## config.mk

```make
export PLATFORM = sky130hd
export DESIGN_NAME = pingpong_clkdiv
export DESIGN_NICKNAME = d
export VERILOG_FILES = /design/src/rtl/ppcd_pkg.sv /design/src/rtl/ppcd_ctrl.sv /design/src/rtl/ppcd_dpath.sv /design/src/rtl/pingpong_clkdiv.sv
export SDC_FILE = /design/constraint.sdc
export NUM_CORES = 1
export LEC_CHECK = 0
export BUFFER_PORTS_ARGS = -buffer_cell sky130_fd_sc_hd__buf_4
export CAP_MARGIN = 30
export CELL_PAD_IN_SITES_DETAIL_PLACEMENT = 0
export CELL_PAD_IN_SITES_GLOBAL_PLACEMENT = 1
export CORE_UTILIZATION = 38
export CTS_CLUSTER_SIZE = 25
export DETAILED_ROUTE_END_ITERATION = 12
export MAX_ROUTING_LAYER = met4
export PLACE_DENSITY_LB_ADDON = 0.1
export RECOVER_POWER = 50
export SKIP_CTS_REPAIR_TIMING = 1
export SLEW_MARGIN = 10
export SYNTH_ARGS = -nofsm -noshare
export SYNTH_HDL_FRONTEND = slang
export SYNTH_SLANG_ARGS = --single-unit
```

## constraint.sdc

```tcl
create_clock -name clk -period 1.8 [get_ports clk]
set_input_delay 0.18 -clock clk [delete_from_list [all_inputs] [get_ports clk]]
set_output_delay 0.18 -clock clk [all_outputs]
set_load 0.01 [all_outputs]
```

## src/rtl/ppcd_pkg.sv

```systemverilog
package ppcd_pkg;
  parameter int DIV_W = 10;
  parameter int SEL_W = 3;
  localparam int N_SRC = 1 << SEL_W;
  localparam int CFG_W = 1 + SEL_W + DIV_W;

  // Branch configuration, laid out exactly as in the control word field
  typedef struct packed {
    logic             en;
    logic [SEL_W-1:0] src;
    logic [DIV_W-1:0] div;
  } branchCfg_t;

  // Strobes from control to datapath
  typedef struct packed {
    logic [1:0] gateWant;   // desired gate state per branch (pre-synchroniser)
    logic [1:0] cntClr;     // restart divider of a branch whose fields changed
  } ppStrobe_t;
endpackage

```

## src/rtl/ppcd_ctrl.sv

```systemverilog
module ppcd_ctrl
  import ppcd_pkg::*;
(
  input  logic                clk,
  input  logic                rstN,
  input  logic                wrEn,
  input  logic [31:0]         wrData,
  input  logic [1:0]          gateOpen,
  output branchCfg_t [1:0]    cfg,
  output ppStrobe_t           strobes,
  output logic [31:0]         rdData
);
  typedef enum logic [1:0] {HS_IDLE, HS_DROP, HS_LIFT} hsState_t;

  hsState_t   state;
  logic       selBit;
  logic [1:0] want;
  branchCfg_t [1:0] wrCfg;
  logic       busy;
  logic       toggle;
  logic       oldIdx;
  logic       unusedWr;

  assign wrCfg[0] = wrData[CFG_W-1:0];
  assign wrCfg[1] = wrData[16+CFG_W-1:16];
  assign busy     = (state != HS_IDLE);
  assign toggle   = wrEn && !busy && (wrData[15] != selBit);
  assign oldIdx   = !selBit;
  assign unusedWr = ^{wrData[31:30], wrData[14]};

  always_ff @(posedge clk or negedge rstN) begin
    if (!rstN) begin
      cfg    <= '0;
      selBit <= 1'b0;
      want   <= 2'b01;
      state  <= HS_IDLE;
    end else begin
      if (wrEn) cfg <= wrCfg;
      unique case (state)
        HS_IDLE: if (toggle) begin
          selBit        <= wrData[15];
          want[selBit]  <= 1'b0;
          state         <= HS_DROP;
        end
        HS_DROP: if (!gateOpen[oldIdx]) begin
          want[selBit]  <= 1'b1;
          state         <= HS_LIFT;
        end
        HS_LIFT: if (gateOpen[selBit]) state <= HS_IDLE;
        default: state <= HS_IDLE;
      endcase
    end
  end

  always_comb begin
    strobes.gateWant = want;
    for (int i = 0; i < 2; i++)
      strobes.cntClr[i] = wrEn && (wrCfg[i] != cfg[i]);
  end

  assign rdData = {busy, 1'b0, cfg[1], selBit, 1'b0, cfg[0]};
endmodule

```

## src/rtl/ppcd_dpath.sv

```systemverilog
module ppcd_dpath
  import ppcd_pkg::*;
(
  input  logic               clk,
  input  logic               rstN,
  input  logic [N_SRC-1:0]   srcEn,
  input  branchCfg_t [1:0]   cfg,
  input  ppStrobe_t          strobes,
  output logic [1:0]         gateOpen,
  output logic               outEn
);
  logic [1:0] tick;

  for (genvar b = 0; b < 2; b++) begin : g_branch
    localparam logic RST_OPEN = (b == 0);
    logic [DIV_W-1:0] cnt;
    logic             syncA, syncB;
    logic             pulse, wrap;

    assign pulse   = cfg[b].en && srcEn[cfg[b].src];
    assign wrap    = (cnt == cfg[b].div);
    assign tick[b] = pulse && wrap;

    always_ff @(posedge clk or negedge rstN) begin
      if (!rstN) begin
        cnt         <= '0;
        syncA       <= RST_OPEN;
        syncB       <= RST_OPEN;
        gateOpen[b] <= RST_OPEN;
      end else begin
        syncA <= strobes.gateWant[b];
        syncB <= syncA;
        if (strobes.cntClr[b] || !cfg[b].en) cnt <= '0;
        else if (pulse) cnt <= wrap ? '0 : cnt + 1'b1;
        // gate moves only at the start of a divider period
        if (cnt == '0) gateOpen[b] <= syncB;
      end
    end
  end

  always_ff @(posedge clk or negedge rstN) begin
    if (!rstN) outEn <= 1'b0;
    else       outEn <= |(gateOpen & tick);
  end
endmodule

```

## src/rtl/pingpong_clkdiv.sv

```systemverilog
module pingpong_clkdiv
  import ppcd_pkg::*;
(
  input  logic             clk,
  input  logic             rstN,
  input  logic [N_SRC-1:0] srcEn,
  input  logic             wrEn,
  input  logic [31:0]      wrData,
  output logic [31:0]      rdData,
  output logic             outEn
);
  branchCfg_t [1:0] cfg;
  ppStrobe_t        strobes;
  logic [1:0]       gateOpen;

  ppcd_ctrl i_ctrl (
    .clk(clk), .rstN(rstN), .wrEn(wrEn), .wrData(wrData),
    .gateOpen(gateOpen), .cfg(cfg), .strobes(strobes), .rdData(rdData)
  );

  ppcd_dpath i_dpath (
    .clk(clk), .rstN(rstN), .srcEn(srcEn), .cfg(cfg),
    .strobes(strobes), .gateOpen(gateOpen), .outEn(outEn)
  );
endmodule

```

## Word-level counts from Yosys, hierarchy flattened

Cells that the tools add are included.

- Add/sub/neg operators: 2
- Order comparisons: 5
- Eq/ne operators: 10
- Mux-type cells: 23
- Bitwise gates (word level): 4
- Reductions and logical operators: 26

Operator list:

| operator | count |
|---|---|
| 10-bit two-way mux | 6 |
| 14-bit != test | 2 |
| 10-bit by 1-bit adder with 10-bit output, second input constant | 2 |
| 10-bit equality test | 2 |
| 10-bit zero test | 2 |
| 2-bit two-way mux | 5 |
| 1-bit logical AND | 9 |
| 3-bit by 4-bit less-than comparator with 1-bit output, second input constant | 2 |
| 2-bit nonzero test | 4 |
| 1-bit two-way mux | 7 |
| 1-bit binary-select mux with 3-bit select | 2 |
| 2-bit case mux with 3 select lines | 1 |
| 3-bit AND reduction | 2 |
| 2-bit AND | 2 |
| 1-bit zero test | 4 |
| 1-bit by 2-bit less-than comparator with 1-bit output, second input constant | 2 |
| 2-bit by 1-bit != test with 1-bit output, second input constant | 2 |
| 2-bit case mux with 2 select lines | 1 |
| 2-bit by 1-bit equality test with 1-bit output, second input constant | 1 |
| 2-bit equality test, second input constant | 1 |
| 2-bit zero test | 1 |
| 1-bit logical OR | 2 |
| 2-bit != test, second input constant | 1 |
| 2-bit NOT | 1 |
| 6 further kinds | 6 |

- Bits in registers: 60
- Input port bits: 43
- Output and inout port bits: 33
- Word-level logic and storage cells: 88

## Logic depth before layout (Yosys ltp)

- Word-level depth: 8
- Mapped depth: 7
- Gate-level depth less buffers: 6

## By module

A second synthesis with hierarchy kept.

- Cells, all modules: 349
- Area total of the unflattened synthesis: 3692.3 µm²

By module, submodules not included:

| module | times used | cells each | area each (µm²) |
|---|---|---|---|
| ppcd_ctrl | 1 | 162 | 1864.3 |
| ppcd_dpath | 1 | 187 | 1828.0 |

## Least setup slack after synthesis

OpenSTA, ideal clock, no wires.

- Kind: flip-flop to flip-flop
- From: reg i_ctrl.cfg[25] (netlist name)
- To: reg i_dpath.g_branch[1].cnt[5]
- Setup time: 0.152 ns
- Arrival time: 1.746 ns
- Required time: 1.648 ns
- Path slack: -0.098 ns
- Cell stages (with the launch flop): 7
- Path buffers: 1
- Period minus slack after synthesis: 1.898 ns
- Cell sequence: dfrtp_1 > mux4_1 > or2b_1 > and3_1 > buf_2 > a41oi_1 > a311oi_1

- Word-level cells in the longest chain between the ends: 4
- Elaborated cells between the ends (all ways): 8

Ends and longest elaborated chain:

| what | line | text |
|---|---|---|
| 1-bit binary-select mux with 3-bit select or 14-bit != test (tied branches) | ppcd_dpath.sv:20, ppcd_ctrl.sv:58 |  |
| 1-bit two-way mux (not written as such) or 1-bit logical AND (tied branches) | ppcd_dpath.sv:20, ppcd_ctrl.sv:58 |  |
| 1-bit logical AND or 1-bit logical OR (tied branches) | ppcd_dpath.sv:20, ppcd_dpath.sv:33 |  |
| 2-bit nonzero test (no source line) or 10-bit two-way mux (tied branches) | - |  |
| end signal, assigned | ppcd_dpath.sv:34 | `else if (pulse) cnt <= wrap ? '0 : cnt + 1'b1;` |
| end, declared | ppcd_dpath.sv:16 | `logic [DIV_W-1:0] cnt;` |

Several ways; a longest one is shown, not always the timed one. The select of a mux whose other input is x is not followed.
A chain may end at the register's enable or synchronous reset.

## Worst setup path in the final report

- From: reg i_ctrl.cfg[25] (netlist name)
- To: reg i_dpath.g_branch[1].cnt[6]

- Word-level cells in the longest chain between the ends: 4
- Elaborated cells between the ends (all ways): 8

Ends and longest elaborated chain:

| what | line |
|---|---|
| 1-bit binary-select mux with 3-bit select or 14-bit != test (tied branches) | ppcd_dpath.sv:20, ppcd_ctrl.sv:58 |
| 1-bit two-way mux (not written as such) or 1-bit logical AND (tied branches) | ppcd_dpath.sv:20, ppcd_ctrl.sv:58 |
| 1-bit logical AND or 1-bit logical OR (tied branches) | ppcd_dpath.sv:20, ppcd_dpath.sv:33 |
| 2-bit nonzero test (no source line) or 10-bit two-way mux (tied branches) | - |

Several ways; a longest one is shown, not always the timed one. The select of a mux whose other input is x is not followed.

==> results.py <==
metrics = {
    "placement": {
        "dpl.hpwl_mm": 6.33,
        "gp_congestion": 0.842,
        "portBuffers": 70,
    },
    "routing": {
        "detail_route.wl_per_cell_um": 16.1,
        "ant_nets": 0,
        "drc": 0,
        "wirelength_mm": 8.78,
        "num_vias": 2858,
        "initialDrtViolationCount": 57,
        "viasPerCell": 5.25,
        "firstDrtPassIters": 4,
    },
    "timing": {
        "finalSetupViolCount": 0,
        "hold_slack_ns": 0.0666,
        "slew_headroom_pct": 47.7,
        "fmax_ghz": 0.574,
        "tightest_slew_ns": 0.785,
        "slew_viol_final": 0,
        "finClkSkew_ns": 0.0141,
        "hold_viol": 0,
        "timing.final.crit_period_ns": 1.74,
        "layout_worst_path_cycle_share_pct": 96.8,
        "rsz0062_at_grt": "yes",
    },
    "synthesis": {
        "syn_avg_cell_area_um2": 10.4,
        "async_reset_ff_share_pct": 100,
        "ys_ff_latch": 60,
        "yosys.area.top_type": "dfrtp_1",
        "synth_warnings": 0,
        "synth.distinct_cells": 44,
        "synth-main-ff-cell": "dfrtp_1",
        "synth_top_area_share_pct": 40.6,
        "netlist_area_um2": 3450,
        "synthCells": 332,
        "yosysMostFrequentCell": "dfrtp_1",
        "yosysSeqAreaShare_pct": 43.6,
        "synthTopCellsByArea": "dfrtp_1 41%, mux2_2 11%, xnor2_1 6.8%",
        "yosys-top-cells-count": "56 x dfrtp_1, 33 x mux2_2, 27 x xnor2_1",
        "synth_edf_count": 0,
    },
    "worst_setup_path": {
        "r2r_cells": 5,
        "critPathArrivalTime_ns": 2.01,
        "startpoint_type": "flip-flop",
        "cp_data_required_time_ns": 2.07,
        "crit_type": "flip-flop to flip-flop",
        "rrSetupSlack_ns": 0.06,
        "startpoint": "i_ctrl.cfg[25]$_DFFE_PN0P_",
        "r2r-start": "i_ctrl.cfg[25]$_DFFE_PN0P_",
        "r2r-end": "i_dpath.g_branch[1].cnt[6]$_DFFE_PN0P_",
        "endpoint_kind": "flip-flop",
        "worstSetupEndpoint": "i_dpath.g_branch[1].cnt[6]$_DFFE_PN0P_",
        "worst-path-max-fanout": 5,
    },
    "floorplanning": {
        "die_h_um": 97.3,
        "core_area_um2": 8760,
        "io_pins": 76,
        "die_area_um2": 9470,
        "num_rows": 34,
        "die_w_um": 97.3,
        "start_util_pct": 39.4,
    },
    "power_and_ir_drop": {
        "p_leak_nw": 1.99,
        "vdd_drop_max_uv": 371,
        "power.total_mw": 3.94,
        "p_per_area_nw_per_um2": 856,
    },
    "hold_path": {
        "whs_path_depth": 3,
        "min_path_type": "input pin to flip-flop",
    },
    "final_layout": {
        "areaGrowthSynthToFinish_pct": 33.4,
        "final_nets": 479,
        "n_fill_cell": 821,
        "diodes": 0,
        "final_util_pct": 52.6,
        "drive_gt1_share_pct": 42.9,
    },
    "clocking": {
        "cts_made_buffers": 9,
        "cts_tree": "yes",
        "clk_transition_reported_paths_ns": 0.07,
        "cts-root-buf": "clkbuf_8",
        "clock_path_buffers": 2,
        "cts.sinks": 60,
        "h-tree-depth": 3,
        "clkLatencyLatePin_ns": 0.35,
    },
    "run": {
        "drv_cap": 0,
    },
    "global_route": {
        "grtUsageTotal_pct": 19.9,
        "overflow": 0,
        "grt_max_degree": 32,
        "grt_pass1_vias": 2837,
        "antenna_found_initial": 0,
        "grt_pass1_wl_mm": 14.6,
    },
    "status": {
        "status": "completed",
    },
}
==> logic make-up after synthesis <==
| kind of cell | share of synthesized area [%] |
|---|---|
| DFF | 43.6 |
| buffers and inverters | 3.80 |
| and+or+nand+nor | 16.2 |
| AOI/OAI and AO/OA | 9.89 |
| xor gates and xnor gates | 11.9 |
| other | 0.109 |
| adders and majority gates | 1.45 |
| muxes | 13.0 |
==> worst max-delay path: stages (launching register included) <==
cell     delay [ns]
dfrtp_2        0.41
mux4_2         0.32
or2b_1         0.16
nand3_4        0.12
or4_4          0.55
a21oi_2        0.12
==> cells in the final DEF, fill, tap and decap left out, drive strengths merged, types with 3 or more instances in the layout <==
cell type / Yosys / routed
dfrtp: 56 / 56
dfstp: 4 / 4
nor4: 9 / 9
mux2i: 3 / 3
xnor2: 27 / 27
nand4: 10 / 10
o21ai: 11 / 11
o31a: 3 / 3
and3: 6 / 6
mux2: 33 / 33
nor2: 9 / 9
buf: 8 / 105
inv: 8 / 8
nand3: 21 / 21
nor3: 4 / 4
a21oi: 17 / 17
clkbuf: 12 / 16
nand4b: 7 / 7
or4: 3 / 3
a2bb2oi: 4 / 4
nand2: 22 / 22
a31oi: 12 / 12
ha: 4 / 4
xor2: 20 / 20
==> worst min path at each step <==
stage,startpoint,endpoint
after detailed placement,rstN,i_ctrl.cfg[16]$_DFFE_PN0P_
after global routing,wrData[23],i_ctrl.cfg[21]$_DFFE_PN0P_
after global placement,rstN,i_ctrl.cfg[21]$_DFFE_PN0P_
after floorplan,rstN,asynchronous set/reset pin
final,wrData[10],i_ctrl.cfg[10]$_DFFE_PN0P_
after CTS,rstN,i_ctrl.cfg[16]$_DFFE_PN0P_
==> layer usage <==
layer | track usage (%) | part of all wire, %
met2 | 30.3 | 49
met5 | - | 0
met4 | 7.01 | 0.95
met3 | 4.60 | 4.1
met1 | 26.1 | 46
==> state kept, by name (all words and copies together), names as in the netlist, named ones only <==
name and count:
i_dpath.outEn 1, i_dpath.g_branch.cnt 20, i_ctrl.selBit 1, i_ctrl.cfg 28
i_dpath.g_branch.syncA 2, i_dpath.g_branch.syncB 2, i_ctrl.state 2, i_dpath.gateOpen 2
==> final cells by class <==
type | count | area (um2) | share of cell area [%]
clock buffers | 14 | 183 | 3.97
clock inverters | 1 | 5.00 | 0.109
inverters | 8 | 30.0 | 0.652
multi-input cells | 245 | 1900 | 41.3
flip-flops and latches | 60 | 1510 | 32.8
well taps | 108 | 135 | 2.93
repair buffers | 108 | 838 | 18.2
==> metrics by stage <==
stage	std cells	TNS, ns	cell area (um2)	setup slack, ns
6_report	544	0	4610	0.0583
5_1_grt	544	-0.196	4610	-0.0440
3_5_place_dp	524	-0.147	4290	-0.0418
3_3_place_gp	524	-0.155	4290	-0.0393
2_1_floorplan	333	0	3460	0.000347
4_1_cts	539	-0.304	4480	-0.0560
==> where the power goes <==
group	switching [mW]	internal, mW
Combinational	0.448	0.554
Clock	0.533	0.642
Sequential	0.196	1.57
(Power assumes the default switching activity.)
